File: src/rtl/mdio_c45_pkg.sv
package mdio_c45_pkg;
  typedef enum logic [1:0] {
    OP_ADDR  = 2'b00,
    OP_WRITE = 2'b01,
    OP_READ  = 2'b11
  } mdio_op_e;

  localparam int FRAME_BITS = 64;
  localparam int IDX_W      = $clog2(FRAME_BITS);
  localparam logic [IDX_W-1:0] IDX_LAST      = IDX_W'(FRAME_BITS - 1);
  localparam logic [IDX_W-1:0] IDX_TA2       = IDX_W'(47);
  localparam logic [IDX_W-1:0] IDX_DATA0     = IDX_W'(48);
  localparam logic [IDX_W-1:0] IDX_PRE_TA1   = IDX_W'(45);

  typedef struct packed {
    mdio_op_e    op;
    logic [4:0]  prtad;
    logic [4:0]  devad;
    logic [15:0] payload;
  } mdio_req_t;
endpackage

File: src/rtl/mdio_c45_regs.sv
module mdio_c45_regs
  import mdio_c45_pkg::*;
#(
  parameter int DIV_W   = 9,
  parameter int DEF_DIV = 20
) (
  input  logic             clk,
  input  logic             rst_n,
  input  logic             host_wr_en,
  input  logic [1:0]       host_addr,
  input  logic [31:0]      host_wdata,
  output logic [31:0]      host_rdata,
  input  logic             busy,
  input  logic             err,
  input  logic             rd_valid,
  input  logic [15:0]      rd_word,
  output logic             launch,
  output mdio_req_t        req,
  output logic [DIV_W-1:0] div
);
  localparam int DIV_LSB = 7;

  logic [4:0]       prtad_q, prtad_d, devad_q, devad_d;
  logic [15:0]      addr_q, addr_d, rdat_q, rdat_d;
  logic [DIV_W-1:0] div_q, div_d;
  logic             wr_ok;

  assign wr_ok = host_wr_en && !busy;

  always_comb begin
    prtad_d     = prtad_q;
    devad_d     = devad_q;
    addr_d      = addr_q;
    rdat_d      = rdat_q;
    div_d       = div_q;
    launch      = 1'b0;
    req.op      = OP_ADDR;
    req.prtad   = prtad_q;
    req.devad   = devad_q;
    req.payload = host_wdata[15:0];
    if (wr_ok) begin
      case (host_addr)
        2'd0: begin
          prtad_d = host_wdata[9:5];
          devad_d = host_wdata[4:0];
          if (host_wdata[15]) begin
            launch      = 1'b1;
            req.op      = OP_READ;
            req.prtad   = host_wdata[9:5];
            req.devad   = host_wdata[4:0];
            req.payload = 16'hFFFF;
          end
        end
        2'd1: begin
          addr_d = host_wdata[15:0];
          launch = 1'b1;
          req.op = OP_ADDR;
        end
        2'd2: begin
          launch = 1'b1;
          req.op = OP_WRITE;
        end
        default: begin
          if (host_wdata[6]) div_d = host_wdata[DIV_LSB +: DIV_W];
        end
      endcase
    end
    if (rd_valid) rdat_d = rd_word;
  end

  always_ff @(posedge clk or negedge rst_n) begin
    if (!rst_n) begin
      prtad_q <= '0;
      devad_q <= '0;
      addr_q  <= '0;
      rdat_q  <= '0;
      div_q   <= DIV_W'(DEF_DIV);
    end else begin
      prtad_q <= prtad_d;
      devad_q <= devad_d;
      addr_q  <= addr_d;
      rdat_q  <= rdat_d;
      div_q   <= div_d;
    end
  end

  always_comb begin
    host_rdata = '0;
    case (host_addr)
      2'd0: host_rdata[9:0] = {prtad_q, devad_q};
      2'd1: host_rdata[15:0] = addr_q;
      2'd2: host_rdata[15:0] = rdat_q;
      default: begin
        host_rdata[0] = busy;
        host_rdata[1] = err;
        host_rdata[DIV_LSB +: DIV_W] = div_q;
      end
    endcase
  end

  assign div = div_q;
endmodule

File: src/rtl/mdio_c45_mdc.sv
module mdio_c45_mdc #(
  parameter int DIV_W = 9
) (
  input  logic             clk,
  input  logic             rst_n,
  input  logic             run,
  input  logic [DIV_W-1:0] div,
  output logic             mdc,
  output logic             rise_tick,
  output logic             fall_tick
);
  logic [DIV_W-1:0] cnt_q, cnt_d, last;
  logic             mdc_q, mdc_d, wrap;

  assign last = (div == '0) ? '0 : div - DIV_W'(1);
  assign wrap = run && (cnt_q == last);

  always_comb begin
    cnt_d = cnt_q;
    mdc_d = mdc_q;
    if (!run) begin
      cnt_d = '0;
      mdc_d = 1'b0;
    end else if (wrap) begin
      cnt_d = '0;
      mdc_d = !mdc_q;
    end else begin
      cnt_d = cnt_q + DIV_W'(1);
    end
  end

  always_ff @(posedge clk or negedge rst_n) begin
    if (!rst_n) begin
      cnt_q <= '0;
      mdc_q <= 1'b0;
    end else begin
      cnt_q <= cnt_d;
      mdc_q <= mdc_d;
    end
  end

  assign mdc       = mdc_q;
  assign rise_tick = wrap && !mdc_q;
  assign fall_tick = wrap && mdc_q;
endmodule

File: src/rtl/mdio_c45_seq.sv
module mdio_c45_seq
  import mdio_c45_pkg::*;
(
  input  logic        clk,
  input  logic        rst_n,
  input  logic        launch,
  input  mdio_req_t   req,
  input  logic        rise_tick,
  input  logic        fall_tick,
  input  logic        mdio_in,
  output logic        busy,
  output logic        err,
  output logic        mdio_out,
  output logic        mdio_oe,
  output logic        rd_valid,
  output logic [15:0] rd_word
);
  logic [FRAME_BITS-1:0] sh_q, sh_d;
  logic [IDX_W-1:0]      idx_q, idx_d;
  logic [15:0]           cap_q, cap_d;
  logic busy_q, busy_d, err_q, err_d, rd_q, rd_d, out_q, out_d, oe_q, oe_d;

  always_comb begin
    sh_d     = sh_q;
    idx_d    = idx_q;
    cap_d    = cap_q;
    busy_d   = busy_q;
    err_d    = err_q;
    rd_d     = rd_q;
    out_d    = out_q;
    oe_d     = oe_q;
    rd_valid = 1'b0;
    if (launch) begin
      busy_d = 1'b1;
      err_d  = 1'b0;
      sh_d   = {32'hFFFF_FFFF, 2'b00, req.op, req.prtad, req.devad, 2'b10, req.payload};
      idx_d  = '0;
      rd_d   = (req.op == OP_READ);
      out_d  = 1'b1;
      oe_d   = 1'b1;
    end else if (busy_q) begin
      if (rise_tick && rd_q) begin
        if (idx_q == IDX_TA2 && mdio_in) err_d = 1'b1;
        if (idx_q >= IDX_DATA0) cap_d = {cap_q[14:0], mdio_in};
      end
      if (fall_tick) begin
        if (idx_q == IDX_LAST) begin
          busy_d   = 1'b0;
          out_d    = 1'b0;
          oe_d     = 1'b0;
          rd_valid = rd_q;
        end else begin
          idx_d = idx_q + IDX_W'(1);
          sh_d  = {sh_q[FRAME_BITS-2:0], 1'b0};
          out_d = sh_q[FRAME_BITS-2];
          oe_d  = !(rd_q && idx_q >= IDX_PRE_TA1);
        end
      end
    end
  end

  always_ff @(posedge clk or negedge rst_n) begin
    if (!rst_n) begin
      sh_q   <= '0;
      idx_q  <= '0;
      cap_q  <= '0;
      busy_q <= 1'b0;
      err_q  <= 1'b0;
      rd_q   <= 1'b0;
      out_q  <= 1'b0;
      oe_q   <= 1'b0;
    end else begin
      sh_q   <= sh_d;
      idx_q  <= idx_d;
      cap_q  <= cap_d;
      busy_q <= busy_d;
      err_q  <= err_d;
      rd_q   <= rd_d;
      out_q  <= out_d;
      oe_q   <= oe_d;
    end
  end

  assign busy     = busy_q;
  assign err      = err_q;
  assign mdio_out = out_q;
  assign mdio_oe  = oe_q;
  assign rd_word  = cap_q;
endmodule

File: src/rtl/mdio_c45_master.sv
module mdio_c45_master
  import mdio_c45_pkg::*;
#(
  parameter int DIV_W   = 9,
  parameter int DEF_DIV = 20
) (
  input  logic        clk,
  input  logic        rst_n,
  input  logic        host_wr_en,
  input  logic [1:0]  host_addr,
  input  logic [31:0] host_wdata,
  output logic [31:0] host_rdata,
  output logic        mdc,
  output logic        mdio_out,
  output logic        mdio_oe,
  input  logic        mdio_in
);
  logic [1:0]       rst_pipe;
  logic             rst_sync_n;
  logic             busy, err, launch, rd_valid, rise_tick, fall_tick;
  logic [15:0]      rd_word;
  logic [DIV_W-1:0] div;
  mdio_req_t        req;

  always_ff @(posedge clk or negedge rst_n) begin
    if (!rst_n) rst_pipe <= 2'b00;
    else        rst_pipe <= {rst_pipe[0], 1'b1};
  end
  assign rst_sync_n = rst_pipe[1];

  mdio_c45_regs #(.DIV_W(DIV_W), .DEF_DIV(DEF_DIV)) u_regs (
    .clk(clk), .rst_n(rst_sync_n), .host_wr_en(host_wr_en), .host_addr(host_addr),
    .host_wdata(host_wdata), .host_rdata(host_rdata), .busy(busy), .err(err),
    .rd_valid(rd_valid), .rd_word(rd_word), .launch(launch), .req(req), .div(div)
  );

  mdio_c45_mdc #(.DIV_W(DIV_W)) u_mdc (
    .clk(clk), .rst_n(rst_sync_n), .run(busy), .div(div),
    .mdc(mdc), .rise_tick(rise_tick), .fall_tick(fall_tick)
  );

  mdio_c45_seq u_seq (
    .clk(clk), .rst_n(rst_sync_n), .launch(launch), .req(req),
    .rise_tick(rise_tick), .fall_tick(fall_tick), .mdio_in(mdio_in),
    .busy(busy), .err(err), .mdio_out(mdio_out), .mdio_oe(mdio_oe),
    .rd_valid(rd_valid), .rd_word(rd_word)
  );
endmodule

File: config.mk
export PLATFORM = sky130hd
export DESIGN_NAME = mdio_c45_master
export DESIGN_NICKNAME = d
export VERILOG_FILES = /design/src/rtl/mdio_c45_pkg.sv /design/src/rtl/mdio_c45_regs.sv /design/src/rtl/mdio_c45_mdc.sv /design/src/rtl/mdio_c45_seq.sv /design/src/rtl/mdio_c45_master.sv
export SDC_FILE = /design/constraint.sdc
export NUM_CORES = 1
export LEC_CHECK = 0
export BUFFER_PORTS_ARGS = -buffer_cell sky130_fd_sc_hd__buf_2
export CAP_MARGIN = 20
export CELL_PAD_IN_SITES_DETAIL_PLACEMENT = 1
export CELL_PAD_IN_SITES_GLOBAL_PLACEMENT = 1
export CORE_MARGIN = 4
export CORE_UTILIZATION = 51
export DETAILED_ROUTE_END_ITERATION = 10
export GPL_ROUTABILITY_DRIVEN = 0
export PLACE_DENSITY_LB_ADDON = 0.1
export SYNTH_ARGS = -nofsm -noshare
export SYNTH_HDL_FRONTEND = slang
export SYNTH_SLANG_ARGS = --single-unit
File: constraint.sdc
create_clock -name clk -period 12.4 [get_ports clk]
set_clock_uncertainty 0.2 [all_clocks]
set_input_delay 2.48 -clock clk [delete_from_list [all_inputs] [get_ports clk]]
set_output_delay 2.48 -clock clk [all_outputs]
set_load 0.02 [all_outputs]
# Yosys cells after proc, flatten, opt, wreduce, memory -nomap -nowiden
# Index checks and enable logic that the tools add are counted.
# Widths: inputs -> output; s select.
# word_totals
ff_bits	153
out_inout_bits	35
inputBits	38
word_cells	100
# op_classes
reduce_logical	25
n_lt_le_gt_ge	2
addsub	3
bitwise	2
n_mux	44
n_eq_ne	8
# op_table
operator	n
$mux 63	4
$mux 28	2
$mux 9	3
$mux 26	1
$mux 1	24
$mux 6	4
$pmux 6 s3	1
$pmux 5 s3	1
$eq 6x6->1 const B	2
$ge 6x6->1 const B	2
$add 9x1->9 const B	1
$eq 9x9->1	1
$logic_not 9->1	1
$pmux 3 s3	1
$reduce_and 3->1	3
$sub 9x1->9 const B	1
$reduce_bool 2->1	4
$logic_and 1x1->1	7
$add 6x1->6 const B	1
$pmux 2 s3	1
$reduce_and 2->1	3
$eq 2x2->1 const B	2
$pmux 2 s2	1
$reduce_and 4->1	1
9 further kinds	12

# Longest topological paths before layout
# Gate-level depths: netlist (run 1).
# depth
word_depth	9
depth_mapped	11

# Modules after synthesis
# From an unflattened synthesis (run 1), not the netlist that was laid out.
# hier_totals
hier_cells	756
area_unflattened_um2	8172.8
# modules_own_cells
mod	area_per_inst_um2	n_inst	cells_per_inst
mdio_c45_seq	4415.5	1	413
mdio_c45_regs	2753.9	1	221
mdio_c45_mdc	949.7	1	119
mdio_c45_master	53.8	1	3

# Worst setup path before layout (run 1)
# OpenSTA, ideal clock, no wires.
# synth_timing
path_type	input-to-output
start	input host_addr[1]
end	output host_rdata[14]
path_buffers	2
slack_ns	5.943
required_time_ns	9.720
stages	6
arrival_ns	3.777
path_cell_list	inv_1 > ha_1 > clkbuf_1 > clkbuf_1 > a22oi_1 > o21ai_0
# synth_between
elab_chain_len	2
word_cells_on_any_way	4
classes_between	2 x eq/ne; 1 x mux; 1 x reduce/logical
# synth_lines
item	line_no	source
start: declaration	mdio_c45_master.sv:10	input logic [1:0] host_addr,
$eq 2x2->1, or another cell as far along	mdio_c45_regs.sv:89	case (host_addr)
$pmux 6 s3 *	mdio_c45_regs.sv:89	
end: declaration	mdio_c45_master.sv:12	output logic [31:0] host_rdata,
# Mark *: on every way between the ends. The rest lies on a longest branch, timed or not.

# Worst setup path after layout (run 1)
# layout_timing
start	input host_addr[1]
end	output host_rdata[0]
# layout_between
elab_chain_len	2
word_cells_on_any_way	4
classes_between	2 x eq/ne; 1 x mux; 1 x reduce/logical
# layout_lines
item	line_no
$eq 2x2->1, or another cell as far along	mdio_c45_regs.sv:89
$pmux 2 s3 *	mdio_c45_regs.sv:89
# Marked as above.

==> results.txt, run 1 <==
The mean instance size in the synthesized netlist came out at 10.70 um^2. Clock tree synthesis found a total of 153 sinks. The number of antenna diodes is 0.

For this block, the routed nets add up to 19.59 mm of wire. The number of rows created at floorplan came out at 43. In this run the critical register-to-register path is launched from u_regs.div[0]$_DFFE_PN0P_. The most critical setup path has its startpoint at host_addr[1]. The number of hold-repair buffers added at the cts stage came out at 0. The count of input and output buffers came out at 40.

The count of cells along the worst register-to-register path came out at 10. The share of post-route cells with drive strength above 1 is 23.48%. The analysis attributes to cell leakage a power of 3.833 nW.

STA classifies the critical path startpoint as a primary input. Of all nets on the critical path, the largest fanout is 17. The worst setup path is captured at an output port. In this run the most critical hold path is launched from rst_pipe[0]$_DFF_PN0_. After clock tree synthesis, the repair step resized 0 gates. The power density over the cells came out at around 190 mW/mm^2. The path type of the worst min-delay path is flop to flop. The hold violation total from the final report was 0. After detailed routing, the number of remaining DRC violations is 0.

The remaining antenna violation count is 0. The netlist area before placement is 0.007470 mm^2. The worst pin sits at a relative slew slack of 23.57%.

The via count of the first global-routing pass is about 6.0k. The clock-pin slew reported for the worst setup and hold paths after clock tree synthesis came out at 0.06 ns. The number of nets in the final layout came out at 759. The minimum clock period is 6.943 ns. The sum of net half-perimeters after detailed placement is 11.80 mm. Setup repair after global routing left no endpoint under its margin. The first-pass GRT wire length came out at 31.87 mm. The starting DRC count in detailed routing is 489. The number of max-slew violations in the final report is 0. The die outline height is 129.0 um. The critical path class is primary input to output port. The effective utilization at floorplan is 52.99%. The count of yosys warnings during synthesis came out at 0.

The number of detailed-route iterations in the first pass is 5. Setup violations remaining at the end of the flow were counted as 0. The remaining global-route overflow is 0. The number of antenna violations at the first check in global routing came out at 0. The number of buffers between clock root and the deepest sink came out at 2. For the pin with the worst max-slew slack, the measured transition is 1.143 ns. The number of buffers created by CTS is 17. The floorplan core area is 0.01410 mm^2.

The highest clock rate came out at 0.1440 GHz. 73 I/O pins were placed. The number of buffers added for setup after CTS is 0.

The post-synthesis register bit count came out at between 150 and 200. The CTS tree is built. After filler insertion, the fill cell instance count of the layout stands at ~1.5k. For this run, the leading register cell type out of synthesis is sky130_fd_sc_hd__dfrtp_1. The maximum level of the CTS H-tree came out at 4. The max-cap violation count is 0.

The run finished with clean final reports. Detailed routing inserted a total of 5,559 vias. The later pin in the worst-skew pair is clocked with a latency of about 0.43 ns. In this run the clock root is driven by a sky130_fd_sc_hd__clkbuf_16. The layout-stage area growth over the synthesis result is 11.27%.

The total global routing track utilization came out at 24.46%. The worst hold slack across all endpoints came out at 0.1540 ns. Data on the critical path is required at its endpoint by 9.72 ns. The die footprint is roughly 0.017 mm^2. The total negative slack for setup checks came out at 0 ns. After layout, the worst path uses 55.99% of the clock period. The number of enable flip-flop cells after synthesis is 0. VDD sags by at most 0.1264 mV. Synthesis instantiated 61 different standard cells from the library. For the worst setup path, the data arrival time is approximately 4.3 ns. The fraction of registers with async set or reset after synthesis is 100.0%. The worst hold path cell count is 0.

The mean routed wirelength per cell came out at about 22 um. In the routed layout, each cell is associated on average with a via count of between 6 and 7. After technology mapping, the gate count stands at 698. The die outline width is between 100 and 150 um. The final total power came out at 1.577 mW. The register area share after synthesis came out at about half. The pin count of the biggest net entering global routing came out at 81.
[synth_stat cells, types with 3 or more instances]
cell,count,area share [%]
sky130_fd_sc_hd__buf_1,3,0.15
sky130_fd_sc_hd__dfrtp_1,151,51
sky130_fd_sc_hd__buf_2,3,0.20
sky130_fd_sc_hd__nor2_1,43,2.2
sky130_fd_sc_hd__a31oi_1,13,1.1
sky130_fd_sc_hd__clkbuf_1,42,2.1
sky130_fd_sc_hd__mux2_4,10,2.0
sky130_fd_sc_hd__inv_1,25,1.3
sky130_fd_sc_hd__nor4_1,3,0.25
sky130_fd_sc_hd__a222oi_1,10,1.3
sky130_fd_sc_hd__a21oi_1,9,0.60
sky130_fd_sc_hd__nor3_1,3,0.20
sky130_fd_sc_hd__o21ai_0,58,3.9
sky130_fd_sc_hd__a22oi_1,5,0.50
sky130_fd_sc_hd__o22ai_1,17,1.4
sky130_fd_sc_hd__mux2_2,67,10
sky130_fd_sc_hd__xnor2_1,7,0.82
sky130_fd_sc_hd__nand2_1,25,1.3
sky130_fd_sc_hd__nand3_1,92,6.2
sky130_fd_sc_hd__o211ai_1,3,0.30
sky130_fd_sc_hd__or4_4,3,0.45
sky130_fd_sc_hd__ha_1,9,1.5
sky130_fd_sc_hd__and3_1,7,0.59
sky130_fd_sc_hd__buf_4,16,1.6
sky130_fd_sc_hd__xor2_1,6,0.70
sky130_fd_sc_hd__mux2i_1,23,3.1
[metal layers]
metal / vias up / share of wire (%) / track usage (%)
met1: 2911 / 45 / 33.61
met2: 110 / 51 / 39.54
met3: 24 / 2.9 / 5.029
li1: 2514 / - / -
met4: 0 / 1.5 / 7.288
met5: - / 0 / 0
[sequential cells by signal, indices dropped and copies added (netlist names)]
name	count
u_mdc.cnt_q	9
u_regs.addr_q	16
u_seq.rd_word	16
u_mdc.mdc	1
u_regs.div	9
u_seq.mdio_oe	1
u_seq.rd_q	1
u_regs.rdat_q	16
rst_pipe	2
u_seq.sh_q	63
u_seq.idx_q	6
u_regs.devad_q	5
u_seq.mdio_out	1
u_regs.prtad_q	5
u_seq.busy	1
u_seq.err	1
[area by class of cell]
| cell class | instances | area (um^2) | area share, % |
|---|---|---|---|
| Clock buffer | 24 | 491.7 | 5.916 |
| Clock inverter | 7 | 68.82 | 0.8279 |
| Inverter | 25 | 93.84 | 1.129 |
| Multi-Input combinational cell | 468 | 3284 | 39.52 |
| Sequential cell | 153 | 3835 | 46.14 |
| Tap cell | 180 | 225.2 | 2.710 |
| Timing Repair Buffer | 47 | 312.8 | 3.763 |
[final timing paths]
path                                                end  slack, ns
max                                       host_rdata[0]       5.46
min                               rst_pipe[1]$_DFF_PN0_       0.15
max reg2reg                u_regs.rdat_q[9]$_DFFE_PN0P_       7.74
min reg2reg                       rst_pipe[1]$_DFF_PN0_       0.15
max in group asynchronous         rst_pipe[1]$_DFF_PN0_      10.27
min in group asynchronous  u_seq.rd_word[6]$_DFFE_PN0P_       0.29
[critical path, cell delays in order]
cell	delay (ns)
sky130_fd_sc_hd__buf_2	0.12
sky130_fd_sc_hd__inv_1	0.08
sky130_fd_sc_hd__ha_1	0.76
sky130_fd_sc_hd__a222oi_1	0.30
sky130_fd_sc_hd__mux2i_1	0.30
sky130_fd_sc_hd__buf_2	0.22
[where the power goes]
group / switching (mW) / internal [mW]
logic: 0.225 / 0.137
clock network: 0.200 / 0.296
registers: 0.0961 / 0.622
total: 0.522 / 1.05
[logic make-up after synthesis]
kind of cell             synth area share [%]
adder cells (fa/ha/maj)                 1.508
AO/OA/AOI/OAI                           11.56
AND/OR/NAND/NOR                         13.00
buffers and inverters                   5.829
multiplexers                            15.19
flip-flops                              51.29
XOR/XNOR                                1.524
other                                  0.1005
[layout by cell type (no fill, tap or decap), types with 3 or more instances in the layout]
master	instances
sky130_fd_sc_hd__nand2_1	25
sky130_fd_sc_hd__nor3_1	3
sky130_fd_sc_hd__a222oi_1	10
sky130_fd_sc_hd__xor2_1	6
sky130_fd_sc_hd__mux2_2	67
sky130_fd_sc_hd__clkinv_2	3
sky130_fd_sc_hd__conb_1	17
sky130_fd_sc_hd__o22ai_1	17
sky130_fd_sc_hd__a22oi_1	5
sky130_fd_sc_hd__ha_1	9
sky130_fd_sc_hd__clkbuf_16	17
sky130_fd_sc_hd__xnor2_1	7
sky130_fd_sc_hd__a21oi_1	9
sky130_fd_sc_hd__clkbuf_8	4
sky130_fd_sc_hd__buf_4	3
sky130_fd_sc_hd__clkbuf_1	3
sky130_fd_sc_hd__inv_1	25
sky130_fd_sc_hd__and3_1	7
sky130_fd_sc_hd__o211ai_1	3
sky130_fd_sc_hd__o21ai_0	58
sky130_fd_sc_hd__a31oi_1	13
sky130_fd_sc_hd__or4_4	3
sky130_fd_sc_hd__buf_2	40
sky130_fd_sc_hd__mux2i_1	23
sky130_fd_sc_hd__mux2_4	10
sky130_fd_sc_hd__nor2_1	41
sky130_fd_sc_hd__nand3_1	92
sky130_fd_sc_hd__dfrtp_1	150
[stage by stage]
step,cell area [um^2],util (%),setup WS (ns),cells
finish,8312,58.97,5.457,904
global route,8312,58.97,5.420,904
CTS,8222,58.33,5.546,900
detailed placement,7661,54.35,5.564,869
global placement,7661,54.35,5.581,869
floorplan,7526,-,5.943,713
Power figures use the tool's default switching activity.
==> run 2, diff against run 1 <==
- CORE_UTILIZATION: 51 -> 47
- clock period: 12.4 -> 7.2 ns (I/O delays scaled with it)
==> results.txt, run 2 (same netlist as run 1, synthesis figures left out) <==
The cell with the largest stage delay on the worst path is sky130_fd_sc_hd__ha_1. The slew at the pin closest to its max-slew limit came out at ~1.1 ns. The completed layout was analyzed and its total power is around 2.8 mW. From synthesis to final layout, the design area changed by 12.29%. At the worst endpoint, the required time is 5.56 ns. The effective utilization at floorplan came out at 48.60%.

Among the stages of the critical path, the cell type that occurs most often is sky130_fd_sc_hd__buf_2. The count of unresolved DRC violations after routing came out at 0. The worst pin sits at a relative slew slack of 29.63%.

The end-of-flow core utilization came out at 54.57%. The die outline height is 134.1 um. The number of flip-flops in the largest register came out at 63. The later pin in the worst-skew pair is clocked with a latency of 0.42 ns. The total global routing track utilization is 21.78%. The floorplan core area is 0.01537 mm^2. The maximum level of the CTS H-tree is 4. The number of buffers between clock root and the deepest sink came out at 2. The leakage dissipation is between 3 and 4 nW. The number of nets in the final layout is 759. The number of hold-repair buffers added at the cts stage came out at 0. The nature of the critical path endpoint is an output port. The worst setup path is launched from a primary input.

The initialized floorplan defines 45 standard-cell rows. The total I/O pin count came out at between 70 and 80. Setup repair after global routing left no endpoint under its margin. The via count of the first global-routing pass is between 5k and 6k.

TritonCTS built the clock tree. The die outline width came out at 134.1 um. The total negative slack for setup checks is 0 ns. The TritonCTS sink count is 153.

The first-pass GRT wire length is about 31 mm. The number of antenna violations at the first check in global routing came out at 0. The sum of net half-perimeters after detailed placement is around 12 mm.

Entering global routing, the biggest net connects 82 pins. The run finished with clean final reports. The highest clock rate is 0.2070 GHz.

The minimum clock period came out at a little under 5 ns. The first TritonRoute pass finished after 5 iterations. The number of gates resized after cts came out at 0.

The remaining global-route overflow is 0. The min-delay analysis places its worst path in the category flop to flop. The tree is rooted in a sky130_fd_sc_hd__clkbuf_16.

Across the run, the number of max-cap violations was 0. The number of max-slew violations in the final report came out at 0. The count of input and output buffers came out at 40. The number of failing setup endpoints in the final timing report is 0.

The share of post-route cells with drive strength above 1 came out at roughly a quarter. The largest voltage drop on the vdd net is 0.1912 mV. The critical path is of the primary input to output port type. The remaining antenna violation count came out at 0. The clock-pin slew reported for the worst setup and hold paths after clock tree synthesis came out at 0.06 ns. The average via count per standard cell is 5.915.

The total via count after detailed routing came out at 5,536. The register ranked first by flip-flop count is u_seq.sh_q. Traced cell by cell, the critical path runs through buf_2 > inv_1 > ha_1 > a222oi_1 > mux2i_1 > buf_2. The number of antenna diodes is 0. The most frequent standard cell in the layout excluding fill and tap cells is sky130_fd_sc_hd__dfrtp_1.

The largest driver fanout on the critical path is 17. After the first detailed-routing iteration, the DRC count stood at 369. The mean routed wirelength per cell came out at 20.46 um. The die footprint is 0.01797 mm^2. In this run the post-CTS setup repair buffer count came out at 0. The delay of the slowest cell on the worst path is ~0.74 ns.

The number of buffers created by CTS came out at 17. The final routed wirelength across all metal layers came out at 19.15 mm. The hold violation total from the final report is 0. The signal arrival time at the worst endpoint is approximately 3.2 ns. In this run the power density over the cells is about 330 mW/mm^2. In the layout the commonest cells are sky130_fd_sc_hd__dfrtp_1, sky130_fd_sc_hd__nand3_1, sky130_fd_sc_hd__mux2_2, sky130_fd_sc_hd__o21ai_0, sky130_fd_sc_hd__nor2_1. The final clock period utilization by the worst path came out at about two thirds.
==> run 2: cell count changes in the layout (fill, tap and decap cells not counted), sizes merged <==
cell / before / now
clkbuf: 24 / 18
bufinv: 1 / 3
clkinv: 4 / 5
inv: 25 / 28
clkinvlp: 2 / 3
==> run 2: layer usage <==
layer,global-route usage (%),wire length (um)
met5,0,0
met2,34.84,9506
met1,30.50,8647
met3,4.164,771
met4,6.222,227
==> run 2: path summary, 6_finish.rpt <==
check                                               start                           end  slack, ns  cells after the start
worst max-delay path                         host_addr[1]                 host_rdata[0]       2.37                      6
worst min-delay path                rst_pipe[0]$_DFF_PN0_         rst_pipe[1]$_DFF_PN0_       0.17                      0
worst max register to register  u_regs.div[0]$_DFFE_PN0P_  u_regs.rdat_q[8]$_DFFE_PN0P_       2.60                     10
worst min register to register      rst_pipe[0]$_DFF_PN0_         rst_pipe[1]$_DFF_PN0_       0.17                      0
max in group asynchronous           rst_pipe[1]$_DFF_PN0_    u_seq.sh_q[56]$_DFFE_PN0P_       5.20                      2
min in group asynchronous           rst_pipe[1]$_DFF_PN0_  u_seq.rd_word[7]$_DFFE_PN0P_       0.27                      0
==> run 2: metrics by stage <==
stage	cell area, um^2	std cells	hold WS (ns)	setup WS, ns
final	8388	936	0.1663	2.368
after global routing	8388	936	0.1688	2.224
after CTS	8368	935	0.1695	2.421
after detailed placement	7757	903	0.1549	2.423
after global placement	7700	900	0.1372	2.440
after floorplan	7526	713	0.1312	2.425
==> run 2: critical path, delay by kind of cell <==
family	cells	cell delay (ns)
AO/OA/AOI/OAI	1	0.29
adder cells (fa/ha/maj)	1	0.74
buffers and inverters	3	0.41
multiplexers	1	0.30
==> run 2: power breakdown <==
group | leakage, nW | internal, mW | switching [mW]
Clock | 0.293 | 0.557 | 0.375
Combinational | 1.62 | 0.239 | 0.379
Sequential | 1.93 | 1.07 | 0.162
==> run 2: final cells by class <==
| cell class | instances | area (um^2) |
|---|---|---|
| well taps | 211 | 264.0 |
| inverters | 25 | 93.84 |
| clock buffers | 18 | 439.2 |
| flip-flops and latches | 153 | 3835 |
| multi-input cells | 468 | 3284 |
| fillers | 1647 | 6983 |
| repair buffers | 47 | 300.3 |
| clock inverters | 14 | 171.4 |
